--- config.mk ---
export PLATFORM = sky130hd
export DESIGN_NAME = desc_xfer
export DESIGN_NICKNAME = d
export VERILOG_FILES = /design/src/rtl/desc_xfer_pkg.sv /design/src/rtl/desc_xfer_dp.sv /design/src/rtl/desc_xfer_ctrl.sv /design/src/rtl/desc_xfer.sv
export SDC_FILE = /design/constraint.sdc
export NUM_CORES = 1
export LEC_CHECK = 0
export CAP_MARGIN = 15
export CORE_MARGIN = 3
export CORE_UTILIZATION = 49
export DETAILED_ROUTE_END_ITERATION = 8
export PLACE_DENSITY = 0.84
export SKIP_CTS_REPAIR_TIMING = 1
export SLEW_MARGIN = 10
export SYNTH_ARGS = -nofsm -noshare
export SYNTH_HDL_FRONTEND = slang
export SYNTH_SLANG_ARGS = --single-unit
--- constraint.sdc ---
create_clock -name clk -period 3.42 [get_ports clk]
set_input_delay 0.342 -clock clk [delete_from_list [all_inputs] [get_ports clk]]
set_output_delay 0.342 -clock clk [all_outputs]
set_load 0.1 [all_outputs]
--- src/rtl/desc_xfer_pkg.sv ---
package desc_xfer_pkg;

  typedef enum logic [1:0] {
    CM_NORMAL = 2'd0,
    CM_REPEAT = 2'd1,
    CM_BLOCK  = 2'd2,
    CM_ALT    = 2'd3
  } cnt_mode_e;

  localparam int CHAIN_BIT = 7;
  localparam int ISEL_BIT  = 6;

  // strobes from control to datapath
  typedef struct packed {
    logic load;
    logic latchRd;
    logic step;
    logic disarm;
  } dp_strobe_t;

  // condition flags from datapath to control
  typedef struct packed {
    logic      armed;
    logic      oddWord;
    logic      unitEnds;
    logic      chainOn;
    logic      irqEvery;
    cnt_mode_e mode;
  } dp_status_t;

endpackage

--- src/rtl/desc_xfer_dp.sv ---
module desc_xfer_dp
  import desc_xfer_pkg::*;
#(
  parameter int ADDR_W = 24,
  parameter int DATA_W = 16,
  parameter int CNT_W  = 16
) (
  input  logic              clk,
  input  logic              rstN,
  input  dp_strobe_t        strobe,
  input  logic [ADDR_W-1:0] descSrc,
  input  logic [ADDR_W-1:0] descDst,
  input  logic [CNT_W-1:0]  descCount,
  input  logic [7:0]        descMode,
  input  logic [1:0]        descCntMode,
  input  logic              descWord,
  input  logic              descSrcInc,
  input  logic              descDstInc,
  input  logic              memWrite,
  input  logic [DATA_W-1:0] memRdata,
  output logic [ADDR_W-1:0] memAddr,
  output logic [DATA_W-1:0] memWdata,
  output logic              memWord,
  output dp_status_t        status,
  output logic [ADDR_W-1:0] srcNow,
  output logic [ADDR_W-1:0] dstNow,
  output logic [CNT_W-1:0]  countNow
);

  localparam int HALF = CNT_W / 2;
  localparam int BYTE_W = 8;

  logic [ADDR_W-1:0] srcQ, dstQ, srcBaseQ, dstBaseQ;
  logic [CNT_W-1:0]  cntQ;
  logic              chainQ, iselQ, wordQ, srcIncQ, dstIncQ, armedQ;
  cnt_mode_e         modeQ;
  logic [DATA_W-1:0] dataQ;

  logic [ADDR_W-1:0] unitSize;
  logic [ADDR_W-1:0] srcAdv, dstAdv;
  logic [HALF-1:0]   hiByte, loByte;
  logic              loIsOne, fullIsOne;

  assign unitSize  = wordQ ? ADDR_W'(2) : ADDR_W'(1);
  assign srcAdv    = srcIncQ ? srcQ + unitSize : srcQ;
  assign dstAdv    = dstIncQ ? dstQ + unitSize : dstQ;
  assign hiByte    = cntQ[CNT_W-1:HALF];
  assign loByte    = cntQ[HALF-1:0];
  assign loIsOne   = (loByte == HALF'(1));
  assign fullIsOne = (cntQ == CNT_W'(1));

  always_comb begin
    status.armed    = armedQ;
    status.oddWord  = wordQ & (srcQ[0] | dstQ[0]);
    status.chainOn  = chainQ;
    status.irqEvery = iselQ;
    status.mode     = modeQ;
    case (modeQ)
      CM_REPEAT, CM_BLOCK: status.unitEnds = loIsOne;
      default:             status.unitEnds = fullIsOne;
    endcase
  end

  // descriptor registers and per-unit update
  always_ff @(posedge clk or negedge rstN) begin
    if (!rstN) begin
      srcQ     <= '0;
      dstQ     <= '0;
      srcBaseQ <= '0;
      dstBaseQ <= '0;
      cntQ     <= '0;
      chainQ   <= 1'b0;
      iselQ    <= 1'b0;
      wordQ    <= 1'b0;
      srcIncQ  <= 1'b0;
      dstIncQ  <= 1'b0;
      modeQ    <= CM_NORMAL;
    end else if (strobe.load) begin
      srcQ     <= descSrc;
      dstQ     <= descDst;
      srcBaseQ <= descSrc;
      dstBaseQ <= descDst;
      cntQ     <= descCount;
      chainQ   <= descMode[CHAIN_BIT];
      iselQ    <= descMode[ISEL_BIT];
      wordQ    <= descWord;
      srcIncQ  <= descSrcInc;
      dstIncQ  <= descDstInc;
      modeQ    <= cnt_mode_e'(descCntMode);
    end else if (strobe.step) begin
      case (modeQ)
        CM_REPEAT: begin
          if (loIsOne) begin
            cntQ[HALF-1:0] <= hiByte;
            srcQ           <= srcBaseQ;
            dstQ           <= dstBaseQ;
          end else begin
            cntQ[HALF-1:0] <= loByte - HALF'(1);
            srcQ           <= srcAdv;
            dstQ           <= dstAdv;
          end
        end
        CM_BLOCK: begin
          cntQ[HALF-1:0] <= loIsOne ? hiByte : loByte - HALF'(1);
          srcQ           <= srcAdv;
          dstQ           <= dstAdv;
        end
        default: begin
          cntQ <= cntQ - CNT_W'(1);
          srcQ <= srcAdv;
          dstQ <= dstAdv;
        end
      endcase
    end
  end

  always_ff @(posedge clk or negedge rstN) begin
    if (!rstN) armedQ <= 1'b0;
    else if (strobe.load) armedQ <= 1'b1;
    else if (strobe.disarm) armedQ <= 1'b0;
  end

  // read data latch: bytes are zero-extended
  generate
    if (DATA_W > BYTE_W) begin : g_wide
      always_ff @(posedge clk or negedge rstN) begin
        if (!rstN) dataQ <= '0;
        else if (strobe.latchRd)
          dataQ <= wordQ ? memRdata : {{(DATA_W-BYTE_W){1'b0}}, memRdata[BYTE_W-1:0]};
      end
    end else begin : g_narrow
      always_ff @(posedge clk or negedge rstN) begin
        if (!rstN) dataQ <= '0;
        else if (strobe.latchRd) dataQ <= memRdata;
      end
    end
  endgenerate

  assign memAddr  = memWrite ? dstQ : srcQ;
  assign memWdata = dataQ;
  assign memWord  = wordQ;
  assign srcNow   = srcQ;
  assign dstNow   = dstQ;
  assign countNow = cntQ;

endmodule

--- src/rtl/desc_xfer_ctrl.sv ---
module desc_xfer_ctrl
  import desc_xfer_pkg::*;
(
  input  logic       clk,
  input  logic       rstN,
  input  logic       descLoad,
  input  logic       actReq,
  input  logic       memReady,
  input  dp_status_t status,
  output dp_strobe_t strobe,
  output logic       memValid,
  output logic       memWrite,
  output logic       busy,
  output logic       cpuIrq,
  output logic       seqDone,
  output logic       addrErr
);

  typedef enum logic [1:0] {
    ST_IDLE  = 2'd0,
    ST_READ  = 2'd1,
    ST_WRITE = 2'd2,
    ST_STEP  = 2'd3
  } state_e;

  state_e stateQ, stateD;
  logic   irqQ, doneQ, errQ;
  logic   moreInBlock, countEvent, endHit, irqHit, startOk, startBad;

  assign startOk  = (stateQ == ST_IDLE) & actReq & status.armed & ~status.oddWord;
  assign startBad = (stateQ == ST_IDLE) & actReq & status.armed &  status.oddWord;

  assign moreInBlock = (status.mode == CM_BLOCK) & ~status.unitEnds;
  assign countEvent  = status.unitEnds & ~status.chainOn;
  assign endHit      = (stateQ == ST_STEP) & countEvent & (status.mode != CM_REPEAT);
  assign irqHit      = (stateQ == ST_STEP) & ~moreInBlock & (status.irqEvery | countEvent);

  always_comb begin
    stateD         = stateQ;
    strobe         = '0;
    memValid       = 1'b0;
    memWrite       = 1'b0;
    strobe.load    = descLoad & (stateQ == ST_IDLE);
    strobe.disarm  = endHit;
    case (stateQ)
      ST_IDLE: if (startOk) stateD = ST_READ;
      ST_READ: begin
        memValid = 1'b1;
        if (memReady) begin
          strobe.latchRd = 1'b1;
          stateD         = ST_WRITE;
        end
      end
      ST_WRITE: begin
        memValid = 1'b1;
        memWrite = 1'b1;
        if (memReady) stateD = ST_STEP;
      end
      default: begin
        strobe.step = 1'b1;
        stateD      = moreInBlock ? ST_READ : ST_IDLE;
      end
    endcase
  end

  always_ff @(posedge clk or negedge rstN) begin
    if (!rstN) begin
      stateQ <= ST_IDLE;
      irqQ   <= 1'b0;
      doneQ  <= 1'b0;
      errQ   <= 1'b0;
    end else begin
      stateQ <= stateD;
      irqQ   <= irqHit;
      doneQ  <= endHit;
      errQ   <= startBad;
    end
  end

  assign busy    = (stateQ != ST_IDLE);
  assign cpuIrq  = irqQ;
  assign seqDone = doneQ;
  assign addrErr = errQ;

endmodule

--- src/rtl/desc_xfer.sv ---
module desc_xfer
  import desc_xfer_pkg::*;
#(
  parameter int ADDR_W = 24,
  parameter int DATA_W = 16,
  parameter int CNT_W  = 16
) (
  input  logic              clk,
  input  logic              rstN,
  input  logic              descLoad,
  input  logic [ADDR_W-1:0] descSrc,
  input  logic [ADDR_W-1:0] descDst,
  input  logic [CNT_W-1:0]  descCount,
  input  logic [7:0]        descMode,
  input  logic [1:0]        descCntMode,
  input  logic              descWord,
  input  logic              descSrcInc,
  input  logic              descDstInc,
  input  logic              actReq,
  output logic              busy,
  output logic              armed,
  output logic              cpuIrq,
  output logic              seqDone,
  output logic              addrErr,
  output logic              memValid,
  output logic              memWrite,
  output logic              memWord,
  output logic [ADDR_W-1:0] memAddr,
  output logic [DATA_W-1:0] memWdata,
  input  logic              memReady,
  input  logic [DATA_W-1:0] memRdata,
  output logic [ADDR_W-1:0] srcNow,
  output logic [ADDR_W-1:0] dstNow,
  output logic [CNT_W-1:0]  countNow
);

  dp_strobe_t strobe;
  dp_status_t status;

  desc_xfer_ctrl u_ctrl (
    .clk      (clk),
    .rstN     (rstN),
    .descLoad (descLoad),
    .actReq   (actReq),
    .memReady (memReady),
    .status   (status),
    .strobe   (strobe),
    .memValid (memValid),
    .memWrite (memWrite),
    .busy     (busy),
    .cpuIrq   (cpuIrq),
    .seqDone  (seqDone),
    .addrErr  (addrErr)
  );

  desc_xfer_dp #(
    .ADDR_W (ADDR_W),
    .DATA_W (DATA_W),
    .CNT_W  (CNT_W)
  ) u_dp (
    .clk         (clk),
    .rstN        (rstN),
    .strobe      (strobe),
    .descSrc     (descSrc),
    .descDst     (descDst),
    .descCount   (descCount),
    .descMode    (descMode),
    .descCntMode (descCntMode),
    .descWord    (descWord),
    .descSrcInc  (descSrcInc),
    .descDstInc  (descDstInc),
    .memWrite    (memWrite),
    .memRdata    (memRdata),
    .memAddr     (memAddr),
    .memWdata    (memWdata),
    .memWord     (memWord),
    .status      (status),
    .srcNow      (srcNow),
    .dstNow      (dstNow),
    .countNow    (countNow)
  );

  assign armed = status.armed;

endmodule

## Yosys cells after proc, flatten, opt, wreduce, memory -nomap -nowiden

Index checks and enable logic that the tools add are counted.

- Bits in registers: 141
- Input port bits: 98
- Output and inout bits: 112
- Word-level logic and storage cells: 91

- $add $sub $neg: 4
- Equality and inequality tests: 13
- Multiplexer cells: 30
- Bitwise logic cells: 18
- Reduce and logical (&&, ||, !) cells: 8

Operators by type and width:

| operator | count |
|---|---|
| 2-to-1 mux 24 bit | 11 |
| adder 24 bit | 2 |
| 2-to-1 mux 16 bit | 3 |
| 2-to-1 mux 8 bit | 3 |
| == test 16 x 1 -> 1 bit (second input constant) | 1 |
| subtractor 16 x 1 -> 16 bit (second input constant) | 1 |
| bitwise AND 1 bit | 12 |
| == test 8 x 1 -> 1 bit (second input constant) | 1 |
| 2-to-1 mux 1 bit | 8 |
| 2-to-1 mux 2 bit | 4 |
| inequality test 2 x 1 -> 1 bit (second input constant) | 4 |
| subtractor 8 x 1 -> 8 bit (second input constant) | 1 |
| == test 2 bit (second input constant) | 3 |
| one-hot mux 2 bit (3 select lines) | 1 |
| == test 2 x 1 -> 1 bit (second input constant) | 2 |
| inequality test 2 bit (second input constant) | 2 |
| NOT 1 bit | 4 |
| nonzero test 2 bit | 2 |
| OR reduction 2 bit | 2 |
| AND reduction 3 bit | 1 |
| OR reduction 3 bit | 1 |
| logical NOT 2 bit | 1 |
| OR 1 bit | 2 |
| AND reduction 2 bit | 1 |

## Depth between registers and ports, before layout

Gate-level depths: netlist of run 1.

- Word-level depth: 8
- Depth in mapped cells: 11
- Gate-level depth less buffers: 9

## Cells and area by module

A second synthesis of run 1 with hierarchy kept.

- Cell total of the unflattened synthesis: 750
- Area total of the unflattened synthesis: 7619.8 um^2

By module, submodules not included:

| module | times used | cells each | area an instance (um^2) | sequential area each (um^2) |
|---|---|---|---|---|
| desc_xfer_dp | 1 | 720 | 7313.3 | 3403.3 |
| desc_xfer_ctrl | 1 | 30 | 306.5 | 125.1 |

## Worst setup path after synthesis of run 1

No wires, ideal clock.

- Path type: reg2out
- Start: reg u_ctrl.stateQ[0]
- End: out memAddr[3]
- Arrival time: 3542 ps
- Data required time: 3078 ps
- Setup slack: -464 ps
- Cell stages (with the launch flop): 5
- Buffers on the path: 1
- Cells stage by stage: dfrtp_1 inv_1 ha_1 buf_1 o21ai_0

- Word-level cells in the longest chain between the ends: 3

RTL lines:

| what | line | RTL |
|---|---|---|
| start, declared | desc_xfer_ctrl.sv:26 | `state_e stateQ, stateD;` |
| start signal, assigned | desc_xfer_ctrl.sv:73 | `stateQ <= stateD;` |
| == test 2 bit | desc_xfer_ctrl.sv:45 | `case (stateQ)` |
| 2-to-1 mux 1 bit | desc_xfer_ctrl.sv:45 |  |
| named net memWrite | desc_xfer.sv:26 | `output logic memWrite,` |
| 2-to-1 mux 24 bit | desc_xfer_dp.sv:139 | `assign memAddr = memWrite ? dstQ : srcQ;` |
| end, declared | desc_xfer.sv:28 | `output logic [ADDR_W-1:0] memAddr,` |

The timed path passes the listed nets, and every way through them passes these cells.

## Worst setup path after layout of run 1

- Start: reg u_dp.wordQ (netlist: u_dp.memWord)
- End: reg u_dp.srcQ[10] (netlist: u_dp.srcNow[10])

- Word-level cells in the longest chain between the ends: 7

RTL lines:

| what | line | RTL |
|---|---|---|
| start, declared | desc_xfer_dp.sv:35 | `logic chainQ, iselQ, wordQ, srcIncQ, dstIncQ, armedQ;` |
| start signal, assigned | desc_xfer_dp.sv:86 | `wordQ <= descWord;` |
| 2-to-1 mux 2 bit * | desc_xfer_dp.sv:44 | `assign unitSize = wordQ ? ADDR_W'(2) : ADDR_W'(1);` |
| adder 24 bit * | desc_xfer_dp.sv:45 | `assign srcAdv = srcIncQ ? srcQ + unitSize : srcQ;` |
| 2-to-1 mux 24 bit * | desc_xfer_dp.sv:45 |  |
| 2-to-1 mux 24 bit | desc_xfer_dp.sv:93 | `if (loIsOne) begin` |
| 2-to-1 mux 24 bit * | desc_xfer_dp.sv:91 | `case (modeQ)` |
| 2-to-1 mux 24 bit * | desc_xfer_dp.sv:90 | `end else if (strobe.step) begin` |
| 2-to-1 mux 24 bit * | desc_xfer_dp.sv:78 | `end else if (strobe.load) begin` |
| end signal, assigned | desc_xfer_dp.sv:79 | `srcQ <= descSrc;` |
| end signal, assigned | desc_xfer_dp.sv:95 | `srcQ <= srcBaseQ;` |
| end signal, assigned | desc_xfer_dp.sv:99 | `srcQ <= srcAdv;` |
| end, declared | desc_xfer_dp.sv:33 | `logic [ADDR_W-1:0] srcQ, dstQ, srcBaseQ, dstBaseQ;` |

Every way passes the cells marked *; elsewhere a longest branch is shown, timed or not. The select of a mux whose other input is x is not followed.
A chain may end at the register's enable or synchronous reset.

==> key figures, run 1 <==
Critical path
  • Startpoint types: flop
  • CP max stage delay: roughly 510 ps
  • Crit-path max FO: 8
  • Crit path depth: 9
  • CP Capture Type: flop
  • Buf/Inv on CP: 2
  • Most used cell along the critical path: inv_1
  • Flop2flop setup slack: 480 ps
  • Crit-path leading delay family: simple AND/OR/NAND/NOR gates
  • Required @ worst endpoint: approximately 3800 ps
  • CP arrival: around 3300 ps
  • CP cell instances: inv_1, ha_1, inv_1, fa_1, nand3b_1, or3_1, or2_0, or4_1, o2111ai_1
  • Worst r2r path cells: 9
  • Critical-path top delay cell: or3_1
  • Worst Path Class, Setup: reg2reg
  • R2r startpoint: u_dp.memWord
  • Worst reg2reg endpoint: u_dp.srcNow[10]

Global route
  • GRT Util Overall: 27.4%
  • Vias in the first global route: approximately 7400
  • Largest net degree at the start of global routing: between 70 and 80
  • First-pass GRT wire length: ~39000 um
  • Antenna violations before repair: 0
  • GRT overflow: 0

Synth
  • Synth top area share: 45.4%
  • Ranking of synthesized cells by area: dfrtp_1, nand2_1, mux2_2
  • Synth warn: 0
  • Seq/Total Area, Yosys: between 40% and 50%
  • Mapped Avg Cell Area: slightly below 9 um^2
  • Register bit count reported by yosys: about 140
  • Main synth FF type: dfrtp_1
  • Synth Net Count: roughly 990
  • Cell taking the most area after synthesis: dfrtp_1
  • Unique masters post-synth: 67
  • Mapped Cells: ~880
  • EDFF count, synth: 0
  • Post-Syn Area: ~7800 um^2
  • Async SR Flop Fraction: between 90% and 100%

Routing
  • Wirelength per Cell: roughly 19 um
  • Vias: 7540
  • Number of DRC violations after detailed-routing iteration 0: 678
  • Vias per inst: between 5 and 6
  • 1st-pass router iterations: 8
  • DR DRC count: 0
  • DRT antenna net count: 0
  • Drt total wl: around 24000 um

Timing
  • Final Skew: between 10 and 15 ps
  • Max Freq: around 340 MHz
  • Clock period minus final worst setup slack: between 2000 and 3000 ps
  • Final hold vios: 0
  • RSZ-0062 raised after global routing: false
  • Final slew viol count: 0
  • Final setup viols: 0
  • Rel. slew slack: a little under a third
  • Period utilization: a little under nine tenths
  • Slew @ Worst Pin: about 1000 ps

Clocking
  • CTS tree: yes
  • Clock Tree Buf Depth: 2
  • CTS Sinks: between 100 and 150
  • Max H-tree Level: 4
  • Reg clk slew, reported paths: roughly 60 ps
  • Clk_lat worst skew: 420 ps
  • Root Buffer Master: clkbuf_16
  • CTS buffer count: 17

Floorplan
  • Initial Utilization: about half
  • I/O pin total: 210
  • Placeable Area: between 15000 and 20000 um^2
  • Die Span Y: approximately 130 um
  • Die W: 132 um
  • Rows: 45
  • Die area: 17400 um^2

Layout
  • Multi-input gate area: about 3900 um^2
  • Fraction of layout cells with a size suffix above 1: 10.9%
  • Fin nets: 1171
  • # diodes: 0
  • Area delta synth->final: 38.4%
  • Core Util, Final: between 60 and 70%
  • FILL cells: around 1100
  • Register area: ~3500 um^2

Min path
  • Hold Path Class: in2reg
  • Hold path depth: 3
  • Min-delay src: descMode[7]
  • Hold Crit Endpoint: u_dp.chainQ

Place
  • Dpl hpwl: about 16000 um
  • RePlAce Congestion: between 0.8 and 0.9
  • Port Buffer Count: between 200 and 250

Job
  • Maxcap violations: 0

Status
  • Status: complete, no violations
==> worst register-to-register path: stages (launching register included) <==
cell,delay [ps]
dfrtp_1,390
inv_1,210
ha_1,220
inv_1,60
fa_1,400
nand3b_1,280
or3_1,510
or2_0,280
or4_1,400
o2111ai_1,110
==> placed cells by master, fill, tap and decap left out, types with 4 or more instances in the layout <==
cell / count
nand2_1: 222
clkdlybuf4s50_1: 175
dfrtp_1: 141
a21oi_1: 46
o21ai_0: 46
nor2_1: 38
and3_1: 35
mux2_2: 28
buf_12: 23
xnor2_1: 22
o221ai_1: 21
inv_1: 20
nor3_1: 19
clkbuf_16: 17
xor2_1: 16
nand3_1: 16
buf_4: 16
nand4_1: 12
ha_1: 12
o21a_1: 9
o31ai_1: 9
o21ai_1: 9
or4_1: 7
nor4_1: 7
and4_1: 6
or3_1: 6
o22ai_1: 5
o211ai_1: 5
nor3b_1: 5
a31oi_1: 4
a31o_2: 4
clkinvlp_4: 4
clkbuf_8: 4
==> cell usage after synthesis, types with 3 or more instances <==
library cell,instances
mux2i_1,3
nor3_1,19
buf_1,3
nand4_1,12
a31oi_1,4
o2111ai_1,3
ha_1,13
o22ai_1,5
dfrtp_1,141
o21a_1,9
or3_1,6
or4_1,7
a211oi_1,3
a31o_2,4
o21ai_0,50
and3_1,35
a21oi_1,46
buf_2,8
nor2_1,38
clkbuf_1,43
o21ai_1,5
nand2_1,223
and4_1,6
xor2_1,16
nor4_1,7
o31ai_1,9
nand3_1,16
o211ai_1,5
mux2_2,28
inv_1,20
o221ai_1,21
xnor2_1,22
nor3b_1,5
==> sequential cells by signal, indices dropped and copies added (netlist names), 2 cells and up <==
name / cells
u_dp.srcBaseQ: 24
u_dp.countNow: 16
u_dp.dstNow: 24
u_dp.srcNow: 24
u_dp.modeQ: 2
u_ctrl.stateQ: 2
u_dp.dstBaseQ: 24
u_dp.memWdata: 16
==> logic make-up (layout without fill, tap and decap cells) <==
group                      after synthesis  in the layout  synth area share, %
and+or+nand+nor                        393            393                 23.7
AOI/OAI and AO/OA                      183            183                 15.3
DFF                                    141            141                 45.4
buffers and inverters                   77            267                 4.04
xor gates and xnor gates                38             38                 4.29
muxes                                   32             32                 4.64
adders and majority gates               15             15                 2.61
==> metrics by stage <==
step	instance area (um^2)	setup slack [ps]	hold slack, ps	std cells	TNS, ps
2_1_floorplan	7770	-464	46.4	879	-927
3_3_place_gp	10100	609	431	1249	0
3_5_place_dp	10100	553	423	1249	0
4_1_cts	10700	522	-26.3	1279	0
5_1_grt	10700	306	453	1280	0
6_report	10700	480	450	1280	0
==> layout make-up <==
class / count / share of cell area [%]
clock inverter: 9 / 1.05
timing repair buffer: 216 / 21.9
clock buffer: 21 / 4.47
tap: 211 / 2.46
multi-input combinational: 661 / 36.6
sequential: 141 / 32.8
inverter: 21 / 0.733
==> worst max path at each step <==
stage	from	to	slack (ps)
after detailed placement	u_dp.memWord	u_dp.srcNow[10]	550
after CTS	u_dp.memWord	u_dp.srcNow[10]	520
after floorplan	u_ctrl.stateQ[0]	memAddr[3]	-460
after global placement	u_dp.memWord	u_dp.srcNow[10]	610
after global routing	u_dp.memWord	u_dp.srcNow[10]	310
final	u_dp.memWord	u_dp.srcNow[10]	480
==> per-layer routing <==
layer / global-route usage, % / routed length [um] / vias to the layer above
met4: 10.8 / 792 / 0
met1: 36.6 / 9860 / 3652
met2: 44.5 / 11700 / 365
li1: - / - / 3463
met3: 5.23 / 1630 / 60
met5: 0 / 0 / -
Power of run 1 is not shown: default switching activity piles up to over one toggle a cycle in this logic, so the estimate is an artifact.
==> run 2: changes to the inputs <==
CELL_PAD_IN_SITES_DETAIL_PLACEMENT = 1   (was default)
CELL_PAD_IN_SITES_GLOBAL_PLACEMENT = 1   (was default)
CORE_UTILIZATION = 36   (was 49)
PLACE_DENSITY = default   (was 0.84)
PLACE_DENSITY_LB_ADDON = 0.1   (was default)
==> run 2 against run 1 <==
Register-to-register slack improved by 50 ps. Sequential share of layout area fell by 0.30 points. Die area rose by 34%. Clock-buffer cell count did not move. Critical path depth did not move. First-iteration DRC count fell by 44%. Clock skew rose by 4.2 ps. Worst setup slack improved by 47 ps. Flip-flop and latch count did not move. Hold slack got worse by 16 ps. Non-clock buffer count rose by 8. Critical endpoint unchanged. Largest cell class unchanged.
==> key figures, run 2 (synthesis gave the netlist of run 1 again) <==
Status
  • Status: complete, no violations

Timing
  • Final Skew: 14.8 ps (+4.21 ps)
  • Slew @ Worst Pin: 1070 ps (+23.8 ps)
  • Final hold vios: 0 (unchanged)
  • Worst hold margin: 434 ps (-16.2 ps)
  • Period utilization: 84.6% (-1.4 points)
  • RSZ-0062 raised after global routing: false
  • Max Freq: 346 MHz (+1.6%)
  • Clock period minus final worst setup slack: 2890 ps (-47.2 ps)
  • PnR worst setup slack: 528 ps (+47.2 ps)
  • Final setup viols: 0 (unchanged)
  • Final slew viol count: 0 (unchanged)
  • Rel. slew slack: 28.5% (-1.6 points)

Global route
  • Antenna violations before repair: 2 (+2)
  • First-pass GRT wire length: 44100 um (+13%)
  • GRT Util Overall: 23.3% (-4.1 points)
  • GRT overflow: 0 (unchanged)
  • Largest net degree at the start of global routing: 68 (-12%)
  • Vias in the first global route: 7759 (+5.0%)

Routing
  • Vias per inst: 5.45 (-7.4%)
  • DRT antenna net count: 0 (unchanged)
  • Drt total wl: 27300 um (+14%)
  • Wirelength per Cell: 20.2 um (+7.4%)
  • 1st-pass router iterations: 5 (-3)
  • Number of DRC violations after detailed-routing iteration 0: 383 (-44%)
  • Vias: 7394 (-1.9%)
  • DR DRC count: 0 (unchanged)

Floorplan
  • Die W: 153 um (+16%)
  • Die Span Y: 153 um (+16%)
  • Placeable Area: 21100 um^2 (+37%)
  • Die area: 23400 um^2 (+34%)
  • Initial Utilization: 36.8% (-14 points)
  • I/O pin total: 210 (unchanged)
  • Rows: 53 (+18%)

Critical path
  • CP arrival: 3230 ps (-40 ps)
  • Buf/Inv on CP: 2 (unchanged)
  • Startpoint types: flop
  • Crit-path leading delay family: simple AND/OR/NAND/NOR gates
  • CP Capture Type: flop
  • Required @ worst endpoint: 3760 ps (about the same)
  • Most used cell along the critical path: inv_1
  • CP cell instances: inv_1, ha_1, inv_1, fa_1, nand3b_1, or3_1, or2_0, or4_1, o2111ai_1
  • Crit-path max FO: 8 (unchanged)
  • Critical-path top delay cell: or3_1
  • Worst Path Class, Setup: reg2reg
  • R2r startpoint: u_dp.memWord
  • CP max stage delay: 510 ps (about the same)
  • Worst setup path startpoint: u_dp.memWord

Clocking
  • Max H-tree Level: 4 (unchanged)
  • Root Buffer Master: clkbuf_16
  • Reg clk slew, reported paths: 70 ps (about the same)
  • Clock Tree Buf Depth: 2 (unchanged)
  • CTS Sinks: 141 (unchanged)
  • CTS tree: yes
  • CTS buffer count: 17 (unchanged)
  • Clk_lat worst skew: 440 ps (+20 ps)

Place
  • Port Buffer Count: 203 (unchanged)
  • Dpl hpwl: 19000 um (+18%)
  • Placed instance area: 10300 um^2 (+1.2%)
  • RePlAce Congestion: 0.799 (-10%)
  • Pre-CTS WS: 572 ps (+18.2 ps)

Min path
  • Hold Path Class: in2reg
  • Min-delay src: descMode[6]

Layout
  • Design Area, Final: 10800 um^2 (+0.93%)
  • Commonest non-fill, non-tap cell in the layout: nand2_1
  • Fin nets: 1179 (+0.68%)
  • Commonest non-fill, non-tap cells in the layout: nand2_1, clkdlybuf4s50_1, dfrtp_1
  • Area delta synth->final: 39.7%
  • Fraction of layout cells with a size suffix above 1: 12.0% (+1.0 points)

Job
  • Maxcap violations: 0 (unchanged)
==> run 2: cell types whose count changed in the layout (fill, tap and decap cells not counted) <==
cell and change:
buf_12 -1, buf_4 +11, clkinvlp_4 +2, clkdlybuf4s50_1 -2, bufinv_16 -2, inv_6 +2, diode_2 +2
==> run 2: layout make-up <==
cell class	count	area, um^2
inverter	21	78.8
tap	275	344
multi-input combinational	661	3930
sequential	141	3530
clock buffer	21	480
fill	2424	10200
antenna	2	5.00
clock inverter	11	85.1
timing repair buffer	224	2400
==> run 2: metal layers <==
metal	vias up	GRT usage, %	wire (um)
li1	3470	-	-
met2	185	38.3	12900
met3	33	4.19	1080
met4	0	6.45	452
met5	-	0	0
met1	3706	32.0	12900
==> run 2: tightest hold or removal path: cells and delay by family <==
| family | cells | cell delay [ps] |
|---|---|---|
| buffers and inverters | 1 | 390 |
| and+or+nand+nor | 2 | 100 |
==> run 2: worst paths after layout <==
path	slack [ps]	end	depth (start not counted)
worst max-delay path	530	u_dp.srcNow[10]	9
worst min-delay path	430	u_dp.iselQ	3
worst max register to register	530	u_dp.srcNow[10]	9
worst min register to register	470	u_dp.dstBaseQ[21]	2
max in group asynchronous	2110	u_dp.srcNow[9]	3
min in group asynchronous	480	u_dp.memWdata[14]	2
==> run 2: metrics by stage <==
step	util, %	setup TNS (ps)	cells
finish	51.4	0	1356
floorplan	-	-927	879
detailed placement	48.7	0	1321
global route	51.4	0	1356
global placement	48.7	0	1321
CTS	51.4	0	1353
Power of run 2 is left out for the same reason.
